**src/rtl/clamp_pkg.sv**
```systemverilog
package clamp_pkg;
   // lsb of a 1-based pixel position: 1 = odd, 0 = even
   function automatic logic pos_lsb(input int pos);
      return (pos % 2) == 1;
   endfunction

   function automatic bit is_pow2(input int n);
      return (n > 0) && ((n & (n - 1)) == 0);
   endfunction
endpackage

```
**src/rtl/clamp_ref_acc.sv**
```systemverilog
module clamp_ref_acc #(
   parameter int DATA_W    = 12,
   parameter int IDX_W     = 12,
   parameter int FIRST_POS = 7,
   parameter int COUNT     = 4,
   parameter int LATCH_POS = 14
) (
   input  logic              clk,
   input  logic              rst_n,
   input  logic              in_valid,
   input  logic [IDX_W-1:0]  in_index,
   input  logic [DATA_W-1:0] in_sample,
   output logic [DATA_W-1:0] ref_o
);
   localparam int SH       = $clog2(COUNT);
   localparam int SUM_W    = DATA_W + SH;
   localparam int LAST_POS = FIRST_POS + 2 * (COUNT - 1);
   localparam logic PAR    = clamp_pkg::pos_lsb(FIRST_POS);

   logic [SUM_W-1:0] sum_q, sum_nxt, src;
   logic hit, start, latch;

   assign hit   = in_valid && (in_index >= IDX_W'(FIRST_POS)) &&
                  (in_index <= IDX_W'(LAST_POS)) && (in_index[0] == PAR);
   assign start = in_valid && (in_index == IDX_W'(FIRST_POS));
   assign latch = in_valid && (in_index == IDX_W'(LATCH_POS));
   assign sum_nxt = (start ? '0 : sum_q) + SUM_W'(in_sample);
   assign src     = hit ? sum_nxt : sum_q;

   always_ff @(posedge clk) begin
      if (!rst_n) begin
         sum_q <= '0;
         ref_o <= '0;
      end else begin
         if (hit)   sum_q <= sum_nxt;
         if (latch) ref_o <= DATA_W'(src >> SH);
      end
   end


   hold_chk: assert property (@(posedge clk) disable iff (!rst_n)
      !latch |=> $stable(ref_o));
endmodule

```
**src/rtl/clamp_sub.sv**
```systemverilog
module clamp_sub #(
   parameter int DATA_W = 12
) (
   input  logic              clk,
   input  logic              rst_n,
   input  logic              v_i,
   input  logic [DATA_W-1:0] d_i,
   input  logic [DATA_W-1:0] ref_i,
   output logic              v_o,
   output logic [DATA_W-1:0] q_o
);
   logic below;
   assign below = d_i < ref_i;

   always_ff @(posedge clk) begin
      if (!rst_n) begin
         v_o <= 1'b0;
         q_o <= '0;
      end else begin
         v_o <= v_i;
         if (v_i) q_o <= below ? '0 : d_i - ref_i;
      end
   end


   sat_zero_chk: assert property (@(posedge clk) disable iff (!rst_n)
      (v_i && below) |=> (v_o && q_o == '0));

   pass_chk: assert property (@(posedge clk) disable iff (!rst_n)
      (v_i && !below) |=> (DATA_W'(q_o + $past(ref_i)) == $past(d_i)));
endmodule

```
**src/rtl/parity_black_clamp.sv**
```systemverilog
module parity_black_clamp #(
   parameter int DATA_W    = 12,
   parameter int IDX_W     = 12,
   parameter int NUM_LEAD  = 98,
   parameter int NUM_EFF   = 3918,
   parameter int REF_FIRST = 7,
   parameter int REF_COUNT = 4
) (
   input  logic              clk,
   input  logic              rst_n,
   input  logic              in_valid,
   input  logic [IDX_W-1:0]  in_index,
   input  logic [DATA_W-1:0] in_sample,
   output logic              out_valid,
   output logic [DATA_W-1:0] out_pixel,
   output logic [DATA_W-1:0] black_odd,
   output logic [DATA_W-1:0] black_even,
   output logic [DATA_W:0]   black_diff
);
   localparam int EFF_LO    = NUM_LEAD + 1;
   localparam int EFF_HI    = NUM_LEAD + NUM_EFF;
   localparam int LATCH_POS = REF_FIRST + 2 * REF_COUNT - 1;

   initial begin
      if (!clamp_pkg::is_pow2(REF_COUNT))
         $error("REF_COUNT must be a power of two");
      if (EFF_HI >= (1 << IDX_W))
         $error("IDX_W too narrow for the line");
      if (LATCH_POS >= EFF_LO)
         $error("reference pixels must precede effective pixels");
   end

   logic [DATA_W-1:0] ref_by_lsb [2];
   logic eff;

   for (genvar g = 0; g < 2; g++) begin : g_par
      localparam int FP = REF_FIRST + g;
      clamp_ref_acc #(
         .DATA_W(DATA_W), .IDX_W(IDX_W), .FIRST_POS(FP),
         .COUNT(REF_COUNT), .LATCH_POS(LATCH_POS)
      ) u_acc (
         .clk(clk), .rst_n(rst_n), .in_valid(in_valid),
         .in_index(in_index), .in_sample(in_sample),
         .ref_o(ref_by_lsb[clamp_pkg::pos_lsb(FP)])
      );
   end

   assign eff = in_valid && (in_index >= IDX_W'(EFF_LO)) &&
                (in_index <= IDX_W'(EFF_HI));

   clamp_sub #(.DATA_W(DATA_W)) u_sub (
      .clk(clk), .rst_n(rst_n), .v_i(eff), .d_i(in_sample),
      .ref_i(ref_by_lsb[in_index[0]]), .v_o(out_valid), .q_o(out_pixel)
   );

   assign black_odd  = ref_by_lsb[1];
   assign black_even = ref_by_lsb[0];
   assign black_diff = {1'b0, black_odd} - {1'b0, black_even};


   drop_chk: assert property (@(posedge clk) disable iff (!rst_n)
      !eff |=> !out_valid);

   diff_sign_chk: assert property (@(posedge clk) disable iff (!rst_n)
      (black_odd >= black_even) == !black_diff[DATA_W]);
endmodule

```
**config.mk**
```make
export PLATFORM = sky130hd
export DESIGN_NAME = parity_black_clamp
export DESIGN_NICKNAME = d
export VERILOG_FILES = /design/src/rtl/clamp_pkg.sv /design/src/rtl/clamp_ref_acc.sv /design/src/rtl/clamp_sub.sv /design/src/rtl/parity_black_clamp.sv
export SDC_FILE = /design/constraint.sdc
export NUM_CORES = 1
export LEC_CHECK = 0
export BUFFER_PORTS_ARGS = -buffer_cell sky130_fd_sc_hd__buf_2
export CORE_MARGIN = 5
export CORE_UTILIZATION = 45
export DETAILED_ROUTE_END_ITERATION = 10
export GPL_TIMING_DRIVEN = 0
export PLACE_DENSITY = 0.64
export SYNTH_ARGS = -nofsm -noshare
export SYNTH_HDL_FRONTEND = slang
export SYNTH_HIERARCHICAL = 1
export SYNTH_SLANG_ARGS = --single-unit
```
**constraint.sdc**
```tcl
create_clock -name clk -period 4 [get_ports clk]
set_input_delay 0.2 -clock clk [delete_from_list [all_inputs] [get_ports clk]]
set_output_delay 0.2 -clock clk [all_outputs]
set_load 0.05 [all_outputs]
```
After elaboration in Yosys (flattened, before gate mapping)
Index checks and enable logic that the tools add are counted.
W data, S select, Z words.
Word-level totals
  input bits: 27
  logic and storage cells: 44
  output and inout port bits: 50
  flip-flop bits (word level): 65
Cells by class
  add/subtract/negate cells: 4
  bitwise operators: 2
  reduce and logical (&&, ||, !) cells: 11
  equal/unequal tests: 3
  magnitude comparators: 8
  muxes and demuxes: 8
Operators with widths (number)
  $mux W14: 4
  $mux W12: 4
  $add A14 B12 Y14: 2
  $eq A12 B4 Y1 const B: 2
  $le A12 B4 Y1 const B: 2
  $sub A12 B12 Y13: 1
  $eq A12 B3 Y1 const B: 1
  $ge A12 B3 Y1 const B: 1
  $ge A12 B4 Y1 const B: 1
  $ge A12 B7 Y1 const B: 1
  $le A12 B12 Y1 const B: 1
  $lt A12 B12 Y1: 1
  $sub A12 B12 Y12: 1
  $logic_and A1 B1 Y1: 11
  $ge A2 B2 Y1 const B: 1
  $not A1 Y2: 1
  $not A1 Y1: 1

Logic depth before layout (Yosys ltp)
  depth in word-level cells: 6
  gate-level depth with buffers: 13

Cells and area by module
Netlist, hierarchy kept.
By module, submodules not included
  clamp_ref_acc (g_par[0].u_acc): seq. area each 520.5 µm², instances 1, area each 1657.8 µm², cells an instance 203
  clamp_ref_acc (g_par[1].u_acc): seq. area each 520.5 µm², instances 1, area each 1629.1 µm², cells an instance 193
  clamp_sub: seq. area each 260.2 µm², instances 1, area each 1049.8 µm², cells an instance 123
  parity_black_clamp: seq. area each 0.0 µm², instances 1, area each 777.0 µm², cells an instance 119

Least setup slack after synthesis
Ideal clock, no wire load.
  path type: input -> register
  start point: input in_index[0]
  end point: register g_par[1].u_acc.ref_o[10]
  buffers on the path: 1
  setup slack: 0.582 ns
  stages on the path: 13
  data arrival time: 3.299 ns
  cell sequence: or4b_4 > nor4_4 > nand3_1 > clkbuf_1 > and2_1 > ha_1 > fa_1 > a21o_1 > a221oi_1 > nor2_1 > nor3_1 > and3_1 > nor3_2
Between the ends
  cells in the longest elaborated chain, start to end: 5
Ends and longest elaborated chain
  from (decl): RTL line parity_black_clamp.sv:12  | input logic [IDX_W-1:0] in_index,
  $eq A12 B4 Y1 or $ge A12 B4 Y1 (tied branches): RTL line clamp_ref_acc.sv:25, clamp_ref_acc.sv:23
  $logic_and A1 B1 Y1, on equally long branches: RTL line clamp_ref_acc.sv:25, clamp_ref_acc.sv:23
  $mux W14 or $logic_and A1 B1 Y1 (tied branches): RTL line clamp_ref_acc.sv:27, clamp_ref_acc.sv:23
  $add A14 B12 Y14 or $logic_and A1 B1 Y1 (tied branches): RTL line clamp_ref_acc.sv:27, clamp_ref_acc.sv:24
  $mux W14: RTL line clamp_ref_acc.sv:28  | assign src = hit ? sum_nxt : sum_q;
  to (signal assigned): RTL line clamp_ref_acc.sv:36  | if (latch) ref_o <= DATA_W'(src >> SH);
  to (decl): RTL line clamp_ref_acc.sv:13  | output logic [DATA_W-1:0] ref_o
Several ways; a longest one is shown, not always the timed one.
A chain may end at the register's enable or synchronous reset.

Worst setup path after layout
Ends and elaborated chain as after synthesis.

==> impl_metrics.toml <==
[clock_tree]
cts_tree = "done"
post_cts_buffers = 0
clockBufferDepth = 2
htree_levels = 3
clkTransAtPathRegs_ns = 0.05
cts_made_buffers = 9
root_buffer = "clkbuf_16"
clock_latency_ns = 0.34
cts.sinks = 65

[worst_setup_path]
critPathMaxStageDelay_ns = 0.57
crit_fanout = 13
cp_data_required_time_ns = 4.22
crit_end = "g_par[1].u_acc/ref_o[10]"
critPathLaunchType = "primary input"
rrSetupSlack_ns = 1.28
timing.rr.start = "g_par[0].u_acc/ref_o[0]"
r2r_end = "u_sub/q_o[11]"
cp.arrival_ns = 3.96
cp-end-kind = "flop"
critPathKind = "primary input to flop"
reg2reg_depth = 11
crit_start = "in_index[0]"
cp_slowest_cell = "or4b_4"
cp_cell_sequence = "buf_2 > or4b_4 > nor4_4 > nand3_1 > clkbuf_1 > and2_1 > ha_1 > fa_1 > a21o_1 > a221oi_2 > nor2_1 > nor3_1 > and3_1 > nor3_2"

[sta]
timing.fmax_mhz = 267.5
rsz0062_at_grt = "no"
final_max_slew_viol_count = 0
finalCritPeriodShare_pct = 93.45
setup_viol = 0
tightest_slew_ns = 0.7659
hold_violations = 0
clock_skew_ns = 0.007382
slew_headroom_pct = 48.22
fin_crit_ns = 3.738

[logic_synthesis]
yosysWarnings = 6
synth-main-ff-cell = "dfxtp_1"
synthArstFlopShare_pct = 0
synth_edf_count = 0
seq_area_frac_synth_pct = 25.45
synth_cells = 638
post_synth.cell_area_avg_um2 = 8.015
syn_nets = 717
netlist_area_um2 = 5114
ys_types = 75
synth-seq-cells = 65

[global_routing]
grt_pass1_wl_um = 24150
antenna_found_initial = 0
grt_start_max_net_pins = 17
overflow = 0
grt_pass1_vias = 4763
track_usage_pct = 23.06

[final_layout]
final_core_util_pct = 52.96
syn_to_final_growth_pct = 16.74
final_cell_mix = "buf_2, nand2_1, dfxtp_1, ha_1, a21oi_1"
fin_nets = 804
drive_above_1_share_pct = 16.71
n_antenna_cell = 0
final_common_cell = "buf_2"

[drt]
num_vias = 4924
drtIter0Drc = 330
drt-total-wl_um = 15130
drc = 0
drtAntennaViolNets = 0
routed_via_density = 5.640
wire_per_inst_um = 17.33
dr.pass1.iters = 5

[floorplanning]
coreArea_um2 = 11270
dieArea_um2 = 13600
rows = 39
start_util_pct = 45.37
io_pins = 77
fp.dieW_um = 116.6
die_h_um = 116.6

[pwr]
switching_power_mw = 0.4275
max-vdd-ir-drop_mv = 0.2511
intPower_mw = 1.224
power_density_nw_per_um2 = 276.7
p_total_mw = 1.652
p_comb_share_pct = 12.7
sequentialPowerShare_pct = 39.9
power_leakage_nw = 2.613
p_clk_share_pct = 47.4
switching_share_pct = 25.88

[place]
io_buffers = 76
gp_congestion = 0.9262
hpwlAfterDp_um = 11890

[run]
max-cap-violations = 0

[hold_path]
hold_class = "primary input to flop"

[outcome]
status = "complete, no violations"
==> registers in the layout, summed over array words and instances, names as in the netlist <==
register           cells
g_par.u_acc/ref_o     24
g_par.u_acc/sum_q     28
u_sub/q_o             12
u_sub/v_o              1
==> cell type report <==
type / instances / area (um^2)
inverters: 39 / 146.4
multi-input cells: 512 / 3548
repair buffers: 76 / 380.4
plain buffers: 22 / 123.9
clock buffers: 13 / 250.2
flip-flops and latches: 65 / 1301
fillers: 1081 / 5303
clock inverters: 3 / 40.04
well taps: 143 / 178.9
==> metrics by stage <==
stage | TNS, ns | hold WS (ns) | area (um^2) | worst slack (ns) | cells
after floorplan | 0 | 0.3258 | 5114 | 0.5817 | 638
after global placement | -0.8867 | 0.4371 | 5673 | -0.1908 | 857
after detailed placement | -0.8425 | 0.4474 | 5673 | -0.1873 | 857
after CTS | 0 | 0.2919 | 5963 | 0.1697 | 873
after global routing | 0 | 0.3354 | 5969 | 0.05768 | 873
final | 0 | 0.2966 | 5969 | 0.2620 | 873
==> synthesized netlist by cell type, drive strengths merged (10+ instances only) <==
library cell | instances | area [um^2]
a21boi | 10 | 75.07
a21o | 15 | 113.9
a21oi | 49 | 252.8
and2 | 32 | 204.0
and3 | 11 | 68.82
clkbuf | 13 | 48.80
dfxtp | 65 | 1301
ha | 48 | 600.6
inv | 39 | 146.4
mux2i | 10 | 100.1
nand2 | 70 | 267.8
nand2b | 14 | 87.58
nand3 | 26 | 135.1
nor2 | 37 | 146.4
nor2b | 10 | 62.56
o21ai | 40 | 200.2
xnor2 | 17 | 148.9
xor2 | 18 | 157.7
==> worst min path at each step <==
stage               depth (start not counted)                    start                       to  slack [ns]
CTS                                         3              in_index[1]  g_par[1].u_acc/ref_o[9]        0.29
detailed placement                          2  g_par[1].u_acc/sum_q[1]  g_par[1].u_acc/sum_q[1]        0.45
global route                                2                    rst_n             u_sub/q_o[3]        0.34
floorplan                                   1                    rst_n             u_sub/q_o[8]        0.33
finish                                      3              in_index[1]  g_par[1].u_acc/ref_o[9]        0.30
global placement                            2  g_par[1].u_acc/sum_q[1]  g_par[1].u_acc/sum_q[1]        0.44
==> power by group through the flow <==
stage | combinational (mW) | clock, mW | sequential [mW]
after floorplan | 0.107 | 0 | 0.703
after global placement | 0.204 | 0 | 0.673
after detailed placement | 0.208 | 0 | 0.674
after CTS | 0.209 | 0.802 | 0.660
after global routing | 0.230 | 0.825 | 0.660
final | 0.210 | 0.782 | 0.660
==> logic make-up after synthesis <==
kind of cell	synth area share [%]
and+or+nand+nor	25.23
AOI/OAI and AO/OA	22.56
DFF	25.45
buffers and inverters	5.285
adders and majority gates	13.31
xor gates and xnor gates	5.995
muxes	2.178
==> repair_timing <==
action,4_1_cts,5_1_grt
hold buffers,0,0
gates resized for setup,0,2
endpoints found under the setup margin,0,8
==> critical path: cells and delay by family <==
kind / cells / cell delay (ns)
AOI/OAI and AO/OA: 2 / 0.62
adders and majority gates: 2 / 0.62
buffers and inverters: 2 / 0.50
and+or+nand+nor: 8 / 2.02
==> metal layers <==
metal | vias to the layer above | part of all wire (%) | GRT usage (%)
met4 | 0 | 2.7 | 8.639
li1 | 2467 | - | -
met3 | 24 | 5.6 | 4.301
met2 | 158 | 47 | 37.87
met1 | 2275 | 45 | 30.16
met5 | - | 0 | 0
(Power assumes the default switching activity.)
